[src/rtl/divseg_pkg.sv]
`timescale 1ns/1ps
package divseg_pkg;
  typedef enum logic [1:0] {
    PH_CONV     = 2'd0,
    PH_TAKEN    = 2'd1,
    PH_NOTTAKEN = 2'd2
  } phase_e;
endpackage

[src/rtl/divseg_reduce.sv]
`timescale 1ns/1ps
module divseg_reduce #(
  parameter int WARP_SIZE = 32,
  parameter int NUM_SEG   = 8
) (
  input  logic [WARP_SIZE-1:0] lane_mask,
  output logic [NUM_SEG-1:0]   seg_any
);
  localparam int LPS = WARP_SIZE / NUM_SEG;

  for (genvar g = 0; g < NUM_SEG; g++) begin : g_seg
    assign seg_any[g] = |lane_mask[g*LPS +: LPS];
  end
endmodule

[src/rtl/divseg_popcnt.sv]
`timescale 1ns/1ps
module divseg_popcnt #(
  parameter int NUM_SEG = 8,
  localparam int CNT_W  = $clog2(NUM_SEG + 1)
) (
  input  logic [NUM_SEG-1:0] bits_in,
  output logic [CNT_W-1:0]   count
);
  always_comb begin
    count = '0;
    for (int i = 0; i < NUM_SEG; i++) begin
      count = count + CNT_W'(bits_in[i]);
    end
  end
endmodule

[src/rtl/divseg_tracker.sv]
`timescale 1ns/1ps
module divseg_tracker
  import divseg_pkg::*;
#(
  parameter int WARP_SIZE = 32
) (
  input  logic                 clk,
  input  logic                 rst_n,
  input  logic [WARP_SIZE-1:0] warp_mask,
  input  logic                 br_valid,
  input  logic [WARP_SIZE-1:0] br_taken,
  input  logic                 phase_done,
  output phase_e               phase,
  output logic [WARP_SIZE-1:0] cur_mask
);
  phase_e                 phase_q, phase_d;
  logic [WARP_SIZE-1:0]   entry_q, taken_q;
  logic [WARP_SIZE-1:0]   tk_grp, nt_grp;

  assign tk_grp = entry_q & taken_q;
  assign nt_grp = entry_q & ~taken_q;

  always_comb begin
    phase_d = phase_q;
    unique case (phase_q)
      PH_CONV: if (br_valid) begin
        if ((warp_mask & br_taken) != '0)       phase_d = PH_TAKEN;
        else if ((warp_mask & ~br_taken) != '0) phase_d = PH_NOTTAKEN;
      end
      PH_TAKEN: if (phase_done) begin
        phase_d = (nt_grp != '0) ? PH_NOTTAKEN : PH_CONV;
      end
      PH_NOTTAKEN: if (phase_done) phase_d = PH_CONV;
      default: phase_d = PH_CONV;
    endcase
  end

  always_ff @(posedge clk) begin
    if (!rst_n) begin
      phase_q <= PH_CONV;
      entry_q <= '0;
      taken_q <= '0;
    end else begin
      phase_q <= phase_d;
      if (phase_q == PH_CONV && br_valid) begin
        entry_q <= warp_mask;
        taken_q <= br_taken;
      end
    end
  end

  always_comb begin
    unique case (phase_q)
      PH_TAKEN:    cur_mask = tk_grp;
      PH_NOTTAKEN: cur_mask = nt_grp;
      default:     cur_mask = warp_mask;
    endcase
  end

  assign phase = phase_q;
endmodule

[src/rtl/divseg_enable.sv]
`timescale 1ns/1ps
module divseg_enable
  import divseg_pkg::*;
#(
  parameter int WARP_SIZE = 32,
  parameter int NUM_SEG   = 8,
  localparam int CNT_W    = $clog2(NUM_SEG + 1)
) (
  input  logic                 clk,
  input  logic                 rst_n,
  input  logic [WARP_SIZE-1:0] warp_mask,
  input  logic                 br_valid,
  input  logic [WARP_SIZE-1:0] br_taken,
  input  logic                 phase_done,
  input  logic                 acc_valid,
  output logic                 acc_ready,
  input  logic                 acc_write,
  output logic                 out_valid,
  input  logic                 out_ready,
  output logic                 out_write,
  output logic [NUM_SEG-1:0]   seg_en,
  output logic [CNT_W-1:0]     seg_cnt,
  output logic [1:0]           div_phase
);
  phase_e               phase;
  logic [WARP_SIZE-1:0] cur_mask;
  logic [NUM_SEG-1:0]   seg_d;
  logic [CNT_W-1:0]     cnt_d;
  logic                 acc_fire;

  divseg_tracker #(.WARP_SIZE(WARP_SIZE)) trk_i (
    .clk(clk), .rst_n(rst_n), .warp_mask(warp_mask), .br_valid(br_valid),
    .br_taken(br_taken), .phase_done(phase_done), .phase(phase),
    .cur_mask(cur_mask)
  );

  divseg_reduce #(.WARP_SIZE(WARP_SIZE), .NUM_SEG(NUM_SEG)) red_i (
    .lane_mask(cur_mask), .seg_any(seg_d)
  );

  divseg_popcnt #(.NUM_SEG(NUM_SEG)) cnt_i (
    .bits_in(seg_d), .count(cnt_d)
  );

  assign acc_ready = !out_valid || out_ready;
  assign acc_fire  = acc_valid && acc_ready;

  always_ff @(posedge clk) begin
    if (!rst_n) begin
      out_valid <= 1'b0;
      out_write <= 1'b0;
      seg_en    <= '0;
      seg_cnt   <= '0;
    end else if (acc_fire) begin
      out_valid <= 1'b1;
      out_write <= acc_write;
      seg_en    <= seg_d;
      seg_cnt   <= cnt_d;
    end else if (out_ready) begin
      out_valid <= 1'b0;
    end
  end

  assign div_phase = phase;
endmodule

[config.mk]
export PLATFORM = sky130hd
export DESIGN_NAME = divseg_enable
export DESIGN_NICKNAME = d
export VERILOG_FILES = /design/src/rtl/divseg_pkg.sv /design/src/rtl/divseg_reduce.sv /design/src/rtl/divseg_popcnt.sv /design/src/rtl/divseg_tracker.sv /design/src/rtl/divseg_enable.sv
export SDC_FILE = /design/constraint.sdc
export NUM_CORES = 1
export LEC_CHECK = 0
export BUFFER_PORTS_ARGS = -buffer_cell sky130_fd_sc_hd__buf_4
export CORE_ASPECT_RATIO = 0.5
export CORE_UTILIZATION = 41
export CTS_CLUSTER_SIZE = 20
export DETAILED_ROUTE_END_ITERATION = 10
export HOLD_SLACK_MARGIN = 0.02
export REMOVE_ABC_BUFFERS = 1
export SETUP_SLACK_MARGIN = 0.4
export SYNTH_ARGS = -nofsm -noshare
export SYNTH_HDL_FRONTEND = slang
export SYNTH_HIERARCHICAL = 1
export SYNTH_SLANG_ARGS = --single-unit
[constraint.sdc]
create_clock -name clk -period 7.9 [get_ports clk]
set_input_delay 1.975 -clock clk [delete_from_list [all_inputs] [get_ports clk]]
set_output_delay 1.975 -clock clk [all_outputs]
set_load 0.01 [all_outputs]
### Word level (Yosys, flattened, before mapping)

Index checks and enable logic that the tools add are counted.

| word-level totals | value |
|---|---|
| bits in registers | 80 |
| logic and storage cells | 54 |

| cells by class | value |
|---|---|
| $add $sub $neg | 7 |
| eq/ne operators | 6 |
| muxes and demuxes | 10 |
| bitwise logic cells | 6 |
| reduce and logical (&&, ||, !) cells | 18 |

Operators with widths:

| kind | number |
|---|---|
| bitwise AND 32 bit | 4 |
| nonzero test 32 bit | 3 |
| NOT 32 bit | 2 |
| one-hot mux 32 bit (2 select lines) | 1 |
| OR reduction 4 bit | 8 |
| adder 4 x 1 -> 4 bit | 6 |
| 2-to-1 mux 2 bit | 6 |
| inequality test 2 bit, second input constant | 3 |
| one-hot mux 2 bit (3 select lines) | 1 |
| AND reduction 4 bit | 1 |
| inequality test 3 x 1 -> 1 bit, second input constant | 1 |
| adder 1 x 1 -> 2 bit | 1 |
| equality test 2 x 1 -> 1 bit, second input constant | 1 |
| equality test 2 bit, second input constant | 1 |
| logical AND 1 bit | 2 |
| logical NOT 2 bit | 1 |
| 2-to-1 mux 1 bit | 2 |
| nonzero test 2 bit | 1 |
| logical NOT 1 bit | 1 |
| logical OR 1 bit | 1 |

### Depth between registers and ports, before layout

Gate-level depths: netlist of run 1.

| depth | value |
|---|---|
| depth after elaboration | 11 |
| mapped depth | 17 |

### Modules after synthesis

The synthesis of run 1 kept the hierarchy.

By module, submodules not included:

| module | times used | cells an instance | area an instance (um^2) | seq. area each (um^2) |
|---|---|---|---|---|
| divseg_tracker | 1 | 539 | 3778.6 | 1321.3 |
| divseg_enable | 1 | 62 | 586.8 | 280.3 |
| divseg_popcnt | 1 | 18 | 167.7 | 0.0 |
| divseg_reduce | 1 | 8 | 60.1 | 0.0 |

### Worst setup path before layout of run 1

No wires, ideal clock.

| timing | value |
|---|---|
| path kind | input -> register |
| start point | input port warp_mask[12] |
| end point | register seg_cnt[1] |
| library setup time | 0.072 ns |
| arrival time | 4.593 ns |
| data required time | 7.828 ns |
| slack | 3.236 ns |
| stages on the path | 13 |
| buffers on the path | 0 |
| cells stage by stage | inv_1 -> o22ai_1 -> or4_1 -> fa_1 -> inv_1 -> fa_1 -> inv_1 -> ha_1 -> inv_1 -> fa_1 -> inv_1 -> nand2_1 -> mux2i_1 |

| on the way | value |
|---|---|
| cells in the longest elaborated chain, start to end | 7 |

RTL lines:

| item | RTL line | text |
|---|---|---|
| start: declaration | divseg_enable.sv:11 | `input logic [WARP_SIZE-1:0] warp_mask,` |
| one-hot mux 32 bit (2 select lines) | divseg_tracker.sv:53 | `unique case (phase_q)` |
| named net cur_mask[12] | divseg_enable.sv:26 | `logic [WARP_SIZE-1:0] cur_mask;` |
| OR reduction 4 bit | divseg_reduce.sv:12 | `assign seg_any[g] = \|lane_mask[g*LPS +: LPS];` |
| named net seg_d[3] | divseg_enable.sv:27 | `logic [NUM_SEG-1:0] seg_d;` |
| adder 4 x 1 -> 4 bit (5 in a row) | divseg_popcnt.sv:12 | `count = count + CNT_W'(bits_in[i]);` |
| named net cnt_d[1] | divseg_enable.sv:28 | `logic [CNT_W-1:0] cnt_d;` |
| end signal: assignment | divseg_enable.sv:58 | `seg_cnt <= cnt_d;` |
| end: declaration | divseg_enable.sv:22 | `output logic [CNT_W-1:0] seg_cnt,` |

The timed path passes the listed nets, and every way through them passes these cells.
A chain may end at the register's enable or synchronous reset.

### Worst setup path after layout of run 1

| timing | value |
|---|---|
| start point | input port warp_mask[12] |
| end point | register seg_cnt[2] |

The elaborated chain is that of the path after synthesis.

==> impl_metrics.tcl, run 1 <==
set metrics [dict create \
    status "complete, no violations" \
    dieArea_mm2 0.01166 \
    grt-ovfl-total 0 \
    yosysSeqAreaShare_pct 34.87 \
    syn_inst 627 \
    min_period_ps 4696 \
    drc 0 \
    fp.dieW_um 151.7 \
    vias 4501 \
    layout.nets 772 \
    ff2ff_setup_slack_ps 3640 \
    die_h_um 76.85 \
    multiInputGateArea_mm2 0.002531 \
    fin_skew_ps 3.719 \
    cts_sinks 80 \
    grt_antenna_before_repair 1 \
    whs_endpoint "seg_en[6]$_SDFFE_PN0P_" \
    finalSetupViolCount 0 \
    ctsRootBufferMaster "clkbuf_16" \
    power_density_mw_per_mm2 255.9 \
    critical_path_class "input port to flip-flop" \
    max_freq_mhz 212.9 \
    timing.rr.start "trk_i/phase[1]$_SDFFE_PN0P_" \
    routabilityCongestion 0.8656 \
    cts_buffers 9 \
    grt_pass1_wl_mm 22.56 \
    place_hpwl_mm 10.25 \
    startpoint "warp_mask[12]" \
    num_antenna_cells 0 \
    drt-vias-per-instance 5.390 \
    rows 26 \
    crit_fanout 3 \
    cp_data_required_time_ps 8180 \
    total_power_mw 1.437 \
    first_iter_violations 527 \
    cts_setup_buffers 0 \
    finalWirelength_mm 14.61 \
    io_pins 88 \
    port_buffers 87 \
    htreeDepth 3 \
    drive_above_1_share_pct 17.41 \
    grt_usage_pct 25.47 \
    worst_skew_pair.late_latency_ps 340 \
    clk_path_buf_depth 2 \
    max_cap_viol_count 0 \
    ir_worst_vdd_mv 0.1008 \
    startpoint_type "input port" \
    postRouteAntennaNets 0 \
    wl_per_cell_um 17.50 \
    core-area_mm2 0.01054 \
    critPathCaptureType "flip-flop" \
    worstReg2RegEnd "seg_cnt[2]$_SDFFE_PN0P_" \
    drt_first_pass_iters 5 \
    worst_pin_slew_ps 724.2 \
    power_leakage_nw 2.304 \
    ctsHoldBuffers 0 \
    fin_tns_setup_ps 0 \
    avgSynthCellArea_um2 7.326 \
    relSlewSlack_pct 51.72 \
    area_growth_pct 22.28 \
    worst_ep_arrival_time_ps 4970 \
    hp-start "seg_en[6]$_SDFFE_PN0P_" \
    final_max_slew_viol_count 0 \
    cts_tree "done" \
    fillers 1078 \
    min_path_type "flip-flop to flip-flop" \
    seqCellArea_mm2 0.001602 \
    grt_pass1_vias 4071 \
    synth-seq-cells 80 \
    holdPathStages 2 \
    yosys_warnings 6 \
    grt_max_degree 66 \
    rr_worst_depth 15 \
    finalCritPeriodShare_pct 59.45 \
    hold_viol 0 \
    grt_setup_unrepaired "false" \
    synth.distinct_cells 33 \
    syn-cell-area_mm2 0.004593 \
    start_util_pct 43.58 \
    whs_ps 456.7 \
    cts.clk_slew.worst_paths_ps 60 \
    cts_resized 0 \
]
-- critical path, stage by stage --
cell and delay, ps:
buf_4 120, inv_1 70, o22ai_1 90, or4_1 670
fa_1 580, inv_1 50, fa_1 440, inv_1 70
ha_1 160, inv_1 50, fa_1 370, xnor2_1 140
nand2_1 60, mux2i_1 120
-- worst max-delay path by stage --
stage / endpoint / slack (ps)
global placement: seg_cnt[1]$_SDFFE_PN0P_ / 2940
finish: seg_cnt[2]$_SDFFE_PN0P_ / 3200
detailed placement: seg_cnt[2]$_SDFFE_PN0P_ / 2840
floorplan: seg_cnt[1]$_SDFFE_PN0P_ / 3210
global route: seg_cnt[2]$_SDFFE_PN0P_ / 3020
CTS: seg_cnt[2]$_SDFFE_PN0P_ / 3200
-- layout by cell type, fill, tap and decap left out, drive strengths merged, types with 12 or more instances in the layout --
master  instances
mux2i          45
a21oi          66
dfxtp          80
clkbuf         12
buf            93
nand2b         13
inv            77
o22ai          56
nand2         189
-- where the power goes --
group / internal [mW] / total [mW] / switching [mW]
clock network: 0.292 / 0.463 / 0.171
logic: 0.196 / 0.485 / 0.289
registers: 0.452 / 0.489 / 0.0372
-- cell usage after synthesis --
| library cell | instances | area, um2 |
|---|---|---|
| clkbuf_1 | 27 | 101.4 |
| o2111ai_1 | 4 | 35.03 |
| nor2b_1 | 1 | 6.260 |
| and2_4 | 1 | 8.760 |
| nand2b_4 | 1 | 13.76 |
| xnor2_1 | 1 | 8.760 |
| a221oi_2 | 8 | 120.1 |
| or4_1 | 8 | 60.06 |
| nand2_1 | 189 | 709.4 |
| o22ai_1 | 56 | 350.3 |
| buf_2 | 3 | 15.01 |
| nand4_1 | 1 | 6.260 |
| dfxtp_1 | 80 | 1602 |
| nor4_1 | 7 | 43.79 |
| a211oi_1 | 1 | 7.510 |
| and2_1 | 1 | 6.260 |
| nand2b_1 | 12 | 75.07 |
| inv_1 | 77 | 289.0 |
| buf_1 | 8 | 30.03 |
| mux2i_1 | 45 | 450.4 |
| a21boi_0 | 1 | 7.510 |
| fa_1 | 4 | 80.08 |
| o21a_1 | 1 | 7.510 |
| a21oi_1 | 66 | 330.3 |
| o21bai_1 | 1 | 7.510 |
| buf_6 | 1 | 11.26 |
| a31oi_1 | 2 | 12.51 |
| nor3_1 | 2 | 10.01 |
| ha_1 | 6 | 75.07 |
| and4_1 | 2 | 17.52 |
| a22o_1 | 8 | 70.07 |
| buf_12 | 1 | 20.02 |
| o21ai_1 | 1 | 5.000 |
-- per-stage QoR --
stage / utilization, % / worst slack, ps / cells / instance area, um2
after floorplan: - / 3208 / 587 / 4415
after global placement: 50.24 / 2942 / 820 / 5295
after detailed placement: 50.24 / 2843 / 820 / 5295
after CTS: 53.29 / 3203 / 835 / 5617
after global routing: 53.29 / 3018 / 835 / 5617
final: 53.29 / 3204 / 835 / 5617
-- layer usage --
metal	vias up	track usage [%]	wire length [um]
met5	-	0	0
met4	0	6.238	150
met3	16	6.548	1050
met2	158	36.50	6321
met1	2098	37.33	7093
li1	2229	-	-
-- cell families after synthesis --
family	Yosys count	synth area share, %
buf+inv	117	10.16
flops	80	34.87
mux	45	9.807
fa+ha+maj	10	3.378
simple gates	225	20.84
compound gates	149	20.76
xor+xnor	1	0.1907
-- sequential cells by signal, indices dropped and copies added, names as in the netlist --
signal         cells
trk_i/taken_q     32
trk_i/phase        2
seg_cnt            4
seg_en             8
trk_i/entry_q     32
out_valid          1
out_write          1
-- layout make-up --
cell class	count	area share (%)
multi-input cells	430	45.07
flip-flops and latches	80	28.51
repair buffers	93	12.43
inverters	77	5.146
clock buffers	12	4.567
well taps	140	3.119
clock inverters	3	1.158
No activity file was read; power rests on OpenSTA's default activity.
==> run 2, diff against run 1 <==
- ABC_AREA: not set -> 1
- clock period: 7.9 -> 4.8 ns (I/O delays scaled with it)
==> impl_metrics.tcl, run 2 <==
set metrics [dict create \
    synth_fa_ha_area_share_pct 3.186 \
    grt_setup_unrepaired "false" \
    max_cap_viol_count 0 \
    grt_max_degree 81 \
    muxShareOfSynthArea_pct 5.781 \
    cp_data_required_time_ps 5030 \
    drive_above_1_share_pct 17.87 \
    synth-seq-cells 80 \
    reg.largest.list "trk_i/entry_q x32, trk_i/taken_q x32, seg_en x8" \
    ctsRootBufferMaster "clkbuf_16" \
    startpoint_type "flip-flop" \
    ctsHoldBuffers 0 \
    wl_met2_mm 5.268 \
    synth_top_family_by_area "simple AND/OR/NAND/NOR gates" \
    synth_ff_type "dfxtp_1" \
    syn_inst 761 \
    area_growth_pct 21.15 \
    worstReg2RegEnd "seg_cnt[1]$_SDFFE_PN0P_" \
    yosys.area.top_type_share_pct 32.89 \
    status "complete, no violations" \
    critical_path_class "flip-flop to flip-flop" \
    max_freq_mhz 247.2 \
    final_cell_mix "nand2_1 (183), nor2_1 (109), o21ai_0 (103)" \
    multiInputGateArea_mm2 0.002686 \
    crit_end "seg_cnt[1]$_SDFFE_PN0P_" \
    min_period_ps 4045 \
    cts.clk_slew.worst_paths_ps 60 \
    drt-vias-per-instance 4.811 \
    cts_buffers 9 \
    synth.distinct_cells 26 \
    final_common_cell "nand2_1" \
    clk_path_buf_depth 2 \
    yosysMostFrequentCell "nand2_1" \
    rr_worst_depth 18 \
    cp_slowest_cell "ha_1" \
    core-area_mm2 0.01128 \
    cp_common_cell "inv_1" \
    fillers 1228 \
    worst_skew_pair.late_latency_ps 340 \
    postRouteAntennaNets 0 \
    final_max_slew_viol_count 0 \
    highest_layer "met4" \
    finalSetupViolCount 0 \
    io_pins 88 \
    total_power_mw 3.611 \
    yosys.area_share.simple_pct 28.70 \
    power_leakage_nw 2.867 \
    worstPathCellList "inv_1 > ha_1 > buf_12 > mux2_2 > nor2_1 > nand2_1 > fa_1 > inv_1 > fa_1 > inv_1 > ha_1 > inv_1 > fa_1 > inv_1 > inv_1 > nand3_2 > nand2_1 > nor2_1" \
    startpoint "trk_i/phase[0]$_SDFFE_PN0P_" \
    start_util_pct 43.16 \
    fin_tns_setup_ps 0 \
    wl_met1_mm 6.882 \
    yosysSeqAreaShare_pct 32.89 \
    fin_ws_ps 754.7 \
    ir_worst_vdd_mv 0.3784 \
    dr_wl_met3_um 584 \
    dieArea_mm2 0.01234 \
    post-place-ws_ps 714.0 \
    grt_pass1_wl_mm 21.14 \
    critPathCaptureType "flip-flop" \
    ff2ff_setup_slack_ps 750 \
    finalInstanceArea_mm2 0.005899 \
    drt_first_pass_iters 4 \
    crit_buf_inv 7 \
    crit_family "adder cells" \
    min_path_type "flip-flop to flip-flop" \
    fin_skew_ps 8.774 \
    rows 27 \
    cts_resized 0 \
    synth-xor-area-share_pct 0 \
    finalWirelength_mm 12.78 \
    finalCritPeriodShare_pct 84.28 \
    wl_per_cell_um 12.87 \
    cts_tree "done" \
    place_hpwl_mm 8.982 \
    cts_sinks 80 \
    seqCellArea_mm2 0.001602 \
    htreeDepth 3 \
    cts_setup_buffers 0 \
    avgSynthCellArea_um2 6.399 \
    synthTopCellsByArea "dfxtp_1 (33%), nand2_1 (14%), o21ai_0 (11%), nor2_1 (8.4%), inv_1 (7.5%)" \
    relSlewSlack_pct 38.61 \
    grt-ovfl-total 0 \
    worst_pin_slew_ps 917.7 \
    cp.depth 18 \
    yosys_warnings 6 \
    synth_compound_area_share_pct 17.50 \
    layout.nets 910 \
    num_antenna_cells 0 \
    drc 0 \
    grt_antenna_before_repair 0 \
    cp_slowest_stage_delay_ps 550 \
    synth-edff-count 0 \
    first_iter_violations 288 \
    crit_fanout 30 \
    synth_top_area_cell "dfxtp_1" \
    die_h_um 79.06 \
    worst_ep_arrival_time_ps 4280 \
    grt_usage_pct 21.69 \
    whs_ps 475.7 \
    timing.rr.start "trk_i/phase[0]$_SDFFE_PN0P_" \
    synth_commonest_cells "nand2_1 (183), nor2_1 (109), o21ai_0 (103), inv_1 (97), dfxtp_1 (80)" \
    async_flop_share_pct 0 \
    port_buffers 87 \
    place_area_mm2 0.005585 \
    routabilityCongestion 0.8195 \
    grt_pass1_vias 4335 \
    hold_viol 0 \
    fp.dieW_um 156.1 \
    power_density_mw_per_mm2 612.1 \
    vias 4777 \
    syn-cell-area_mm2 0.004870 \
]
-- run 2: cell types whose count changed after synthesis, moves of 8 or more --
cell	before	now
nor2_1	0	109
o22ai_1	56	0
a22o_1	8	0
clkbuf_1	27	12
a21oi_1	66	53
nand2b_1	12	0
buf_2	3	12
or4_1	8	0
inv_1	77	97
nand3_1	0	41
a221oi_2	8	0
o21ai_0	0	103
mux2i_1	45	0
mux2_2	0	25
-- run 2: power breakdown --
part           leakage, nW  switching (mW)  internal [mW]
sequential           0.663           0.130          0.873
clock                0.150           0.281          0.456
combinational         2.05            1.11          0.760
-- run 2: cells by family after synthesis --
| logic type | after synthesis |
|---|---|
| and+or+nand+nor | 344 |
| AOI/OAI and AO/OA | 166 |
| buffers and inverters | 136 |
| DFF | 80 |
| muxes | 25 |
| adders and majority gates | 10 |
-- run 2: area by class of cell --
| type | count | area share (%) |
|---|---|---|
| Clock buffer | 11 | 3.945 |
| Clock inverter | 5 | 1.379 |
| Tap cell | 159 | 3.372 |
| Inverter | 100 | 6.363 |
| Multi-Input combinational cell | 545 | 45.54 |
| Timing Repair Buffer | 93 | 12.26 |
| Sequential cell | 80 | 27.15 |
-- run 2: metrics by stage --
stage                     utilization, %  std cells
after floorplan                        -        725
after global placement             49.50        977
after detailed placement           49.50        977
after CTS                          52.28        993
after global routing               52.28        993
final                              52.28        993
-- run 2: how the worst min path moves through the flow --
stage	depth (start not counted)	end	start	slack, ps
after floorplan	2	trk_i/entry_q[10]$_SDFFE_PN0P_	trk_i/entry_q[10]$_SDFFE_PN0P_	440
after global placement	2	trk_i/taken_q[4]$_SDFFE_PN0P_	trk_i/taken_q[4]$_SDFFE_PN0P_	460
after detailed placement	2	trk_i/taken_q[27]$_SDFFE_PN0P_	trk_i/taken_q[27]$_SDFFE_PN0P_	470
after CTS	2	trk_i/taken_q[12]$_SDFFE_PN0P_	trk_i/taken_q[12]$_SDFFE_PN0P_	470
after global routing	2	trk_i/taken_q[9]$_SDFFE_PN0P_	trk_i/taken_q[9]$_SDFFE_PN0P_	490
final	2	trk_i/taken_q[21]$_SDFFE_PN0P_	trk_i/taken_q[21]$_SDFFE_PN0P_	480
-- run 2: worst register-to-register path: cells and delay by family, from the launching register on --
| kind | cells | cell delay [ps] |
|---|---|---|
| adders and majority gates | 5 | 2170 |
| muxes | 1 | 350 |
| and+or+nand+nor | 5 | 430 |
| buffers and inverters | 7 | 610 |
| DFF | 1 | 400 |
-- run 2: routing by layer --
| layer | vias up | GRT usage (%) |
|---|---|---|
| li1 | 2548 | - |
| met1 | 2140 | 31.87 |
| met2 | 84 | 32.10 |
| met3 | 5 | 5.186 |
| met4 | 0 | 3.725 |
| met5 | - | 0 |
